$ cat config.mk
export PLATFORM = sky130hd
export DESIGN_NAME = elastic_queue
export DESIGN_NICKNAME = d
export VERILOG_FILES = /design/src/rtl/elastic_queue.sv
export SDC_FILE = /design/constraint.sdc
export NUM_CORES = 1
export LEC_CHECK = 0
export BUFFER_PORTS_ARGS = -buffer_cell sky130_fd_sc_hd__buf_2
export CAP_MARGIN = 20
export CELL_PAD_IN_SITES_DETAIL_PLACEMENT = 0
export CELL_PAD_IN_SITES_GLOBAL_PLACEMENT = 2
export CORE_UTILIZATION = 30
export DETAILED_ROUTE_END_ITERATION = 8
export PLACE_DENSITY = 0.75
export SLEW_MARGIN = 20
export SYNTH_ARGS = -nofsm -noshare
export SYNTH_HDL_FRONTEND = slang
export SYNTH_SLANG_ARGS = --single-unit
$ cat constraint.sdc
create_clock -name clk -period 2.2 [get_ports clk]
set_input_delay 0.22 -clock clk [delete_from_list [all_inputs] [get_ports clk]]
set_output_delay 0.22 -clock clk [all_outputs]
set_load 0.01 [all_outputs]
$ cat src/rtl/elastic_queue.sv
module elastic_queue #(
  parameter int DEPTH = 2,
  parameter int WIDTH = 8
) (
  input  logic                       clk,
  input  logic                       rst_n,
  input  logic                       in_go,
  input  logic [WIDTH-1:0]           in_data,
  output logic                       in_ack,
  output logic                       out_go,
  output logic [WIDTH-1:0]           out_data,
  input  logic                       out_ack,
  output logic [$clog2(DEPTH+1)-1:0] occupancy
);
  localparam int CW = $clog2(DEPTH+1);

  logic [DEPTH-1:0] full;
  logic [DEPTH-1:0] move;
  logic [DEPTH:0]   load;
  logic [WIDTH-1:0] slot  [DEPTH];
  logic [WIDTH-1:0] stage [DEPTH+1];
  logic             room0;

  wire pend_in  = in_go != in_ack;
  wire drop     = full[DEPTH-1] && (out_go == out_ack);
  wire take     = pend_in && room0;

  always_comb begin
    room0 = drop || ((~full) != '0);
    for (int i = 0; i < DEPTH; i++)
      move[i] = full[i] && (drop || (((~full) >> (i + 1)) != '0));
    load = {move, take};
    stage[0] = in_data;
    for (int i = 0; i < DEPTH; i++)
      stage[i+1] = slot[i];
  end

  always_ff @(posedge clk) begin
    if (!rst_n) begin
      full   <= '0;
      in_ack <= 1'b0;
      out_go <= 1'b0;
    end else begin
      if (take) in_ack <= ~in_ack;
      if (load[DEPTH-1]) out_go <= ~out_go;
      for (int i = 0; i < DEPTH; i++)
        full[i] <= (full[i] && !move[i]) || load[i];
    end
  end

  always_ff @(posedge clk) begin
    for (int i = 0; i < DEPTH; i++)
      if (load[i]) slot[i] <= stage[i];
  end

  assign out_data  = slot[DEPTH-1];
  assign occupancy = CW'($countones(full));

  AST_ACK_NEEDS_REQ: assert property (@(posedge clk) disable iff (!rst_n)
    !$stable(in_ack) |-> $past(in_go) != $past(in_ack));
  AST_FULL_HOLDS_ACK: assert property (@(posedge clk) disable iff (!rst_n)
    (&full && !drop) |=> $stable(in_ack));
  AST_GO_WAITS: assert property (@(posedge clk) disable iff (!rst_n)
    !$stable(out_go) |-> ($past(out_go) == $past(out_ack)) || !$past(full[DEPTH-1]));
  AST_DATA_HOLD: assert property (@(posedge clk) disable iff (!rst_n)
    ((out_go != out_ack) && $past(out_go != out_ack)) |-> $stable(out_data));
  AST_OCC_STEP: assert property (@(posedge clk) disable iff (!rst_n)
    (int'(occupancy) <= int'($past(occupancy)) + 1) &&
    (int'(occupancy) + 1 >= int'($past(occupancy))));
  AST_EMPTY_QUIET: assert property (@(posedge clk) disable iff (!rst_n)
    (occupancy == '0) |-> (out_go == out_ack));
endmodule

==> run summary <==
Post-Route WL - 1063 µm
CP arrival - 1.77 ns
site row count - 18
Hold Path End - slot[0][6]
Reg clk slew, reported paths - 0.10 ns
Die Wd - 53.02 µm
RSZ-0062 raised after global routing - no
hold path start - in_data[6]
Largest stage delay, worst path - 0.65 ns
most common cell after layout, fill and taps aside - buf_2
top cells by area, synth - edfxtp_1 (62%), dfxtp_1 (10%), buf_4 (7.7%)
Hold Path Stages - 1
syn_area_per_cell - 15.61 µm²
Post-layout nets - 84
worst skew pair latency - 0.28 ns
initial antenna violation count - 0
post-CTS sizing - 0
R2R Setup Slk - 0.36 ns
VDD IR max - 0.3563 mV
worst reg2reg path depth - 3
Max H-tree Level - 1
Avg Vias per Cell - 4.263
share of post-route cells with drive strength above 1 - 43.48%
Post-Syn Area - 780.7 µm²
top cell type by total area after synthesis - edfxtp_1
CTS tree - yes
Netlist cell types - 18
multi-input logic area - 156.4 µm²
vias in the first global route - 404
R2R Path Start - full[0]
met2 Track Usage GR - 15.82%
CP Class - flip-flop to flip-flop
M3 GR Usage - 2.586%
Starting Density - 31.52%
total number of yosys warnings - 0
Seq cells post-synth - 20
Top Usage Layer GRT - met2
Final Setup Violations - 0
crit path cell chain - ha_1 > nor2b_1 > a2111oi_4
FILL cells - 260
Fin. Hold Viols - 0
Root Driver - clkbuf_4
remaining routing DRC violations - 0
status - finished clean
GR Util met1 - 8.680%
Sum Neg Setup Slack - 0 ns
final worst setup slack - 0.3581 ns
Synth top area share - 61.54%
vias post-DR - 422
die height - 53.02 µm
post-layout min period - 1.842 ns
Final GP Congestion - 0.7150
DRT iter0 DRCs - 8
antenna cells - 0
CORE AREA - 2477 µm²
Max-cap violations - 0
Max Buffers Root-to-Sink - 2
Fin Clk Skew - 0.003762 ns
Synth-to-Final Area Change - 15.71%
Slew headroom - 56.66%
post-CTS setup buffer count - 0
commonest cells after routing, fill and taps aside - buf_2 (23), edfxtp_1 (16), nand2_1 (4), dfxtp_1 (4)
Hold-fix buffers, CTS - 0
Mapped Nets - 63
Post-Syn Instances - 50
Worst-Margin Slew - 0.6501 ns
Max Freq - 542.9 MHz
Leak - 0.3662 nW
CP max FO - 9
slowest stage cell, crit path - a2111oi_4
CTS Buf Count - 3
DRT Pass-1 Iters - 2
Antenna Nets Post-Route - 0
Ports - 24
endpoint class of the critical path - flip-flop
All-Layer GR Usage - 8.571%
Port-buffer cells - 23
Clock Sinks - 20
GRT overflow - 0
Slew Limit Fails - 0
largest net degree at the start of global routing - 11
Hold Path Class - input pin to flip-flop
Placement Setup Slack - 0.3588 ns
register area - 560.5 µm²
first-pass GRT wire length - 1614 µm
final worst path period share - 83.72%
dpl hpwl - 822.6 µm
CP startpoint kind - flip-flop
die area - 2811 µm²
WP data required - 2.13 ns
Pwr Density - 773.2 nW/µm²
DR WL/cell - 10.74 µm
sequential area share after synthesis - 71.79%
R2R Path End - slot[0][5]
synthesized netlist by cell type:
master	instances
a21boi_0	1
buf_4	8
o21ai_1	1
inv_1	1
xor2_2	1
a21oi_1	2
nand2_1	4
ha_1	1
dfxtp_1	4
o21a_1	1
and2_1	1
nor2b_1	3
a2111oi_4	1
edfxtp_1	16
o21ai_0	1
nor2_1	2
mux2i_1	1
and3_2	1
how the worst max path moves through the flow:
stage / start / endpoint / slack [ns]
3_3_place_gp: full[1] / slot[0][2] / 0.42
4_1_cts: full[1] / slot[0][6] / 0.34
3_5_place_dp: full[1] / slot[0][6] / 0.36
2_1_floorplan: full[1] / slot[0][0] / 0.48
5_1_grt: full[0] / slot[0][0] / 0.23
6_report: full[0] / slot[0][5] / 0.36
sequential cells by signal, indices dropped and copies added (netlist names):
signal and count:
full 2, slot 16, out_go 1, in_ack 1
where the power goes:
group,leakage [nW],switching (W),internal (W)
combinational,0.166,0.0000437,0.0000343
sequential,0.187,0.0000140,0.000445
clock,0.0138,0.0000980,0.0000635
worst max-delay path: cells and delay by family (launching register included):
family / cells / cell delay [ns]
fa+ha+maj: 1 / 0.28
compound gates: 1 / 0.65
simple gates: 1 / 0.18
flops: 1 / 0.38
stage by stage:
step	hold WS [ns]	total power (W)	area [µm²]	std cells	utilization (%)
after floorplan	0.3189	0.0005220	780.7	50	-
after global placement	0.4043	0.0005443	880.8	96	35.56
after detailed placement	0.3989	0.0005476	880.8	96	35.56
after CTS	0.09201	0.0007094	903.4	99	36.46
after global routing	0.08615	0.0007347	903.4	99	36.46
final	0.1017	0.0006985	903.4	99	36.46
layout make-up:
| class | instances | share of cell area [%] |
|---|---|---|
| flip-flops and latches | 20 | 62.05 |
| multi-input cells | 21 | 17.31 |
| repair buffers | 24 | 13.57 |
| well taps | 30 | 4.155 |
| clock buffers | 3 | 2.493 |
| inverters | 1 | 0.4155 |
metal layers:
layer	share of wire, %	vias up
met5	0	-
met4	0	0
met3	6.2	0
met2	53	18
met1	40	197
li1	-	207
kinds of logic (layout without fill, tap and decap cells):
group | count (synthesis) | after routing | share of synthesized area (%)
simple gates | 11 | 11 | 7.052
buf+inv | 9 | 28 | 8.173
flops | 20 | 20 | 71.80
mux | 1 | 1 | 1.282
fa+ha+maj | 1 | 1 | 1.602
compound gates | 7 | 7 | 8.013
xor+xnor | 1 | 1 | 2.084
No activity file was read; power rests on OpenSTA's default activity.
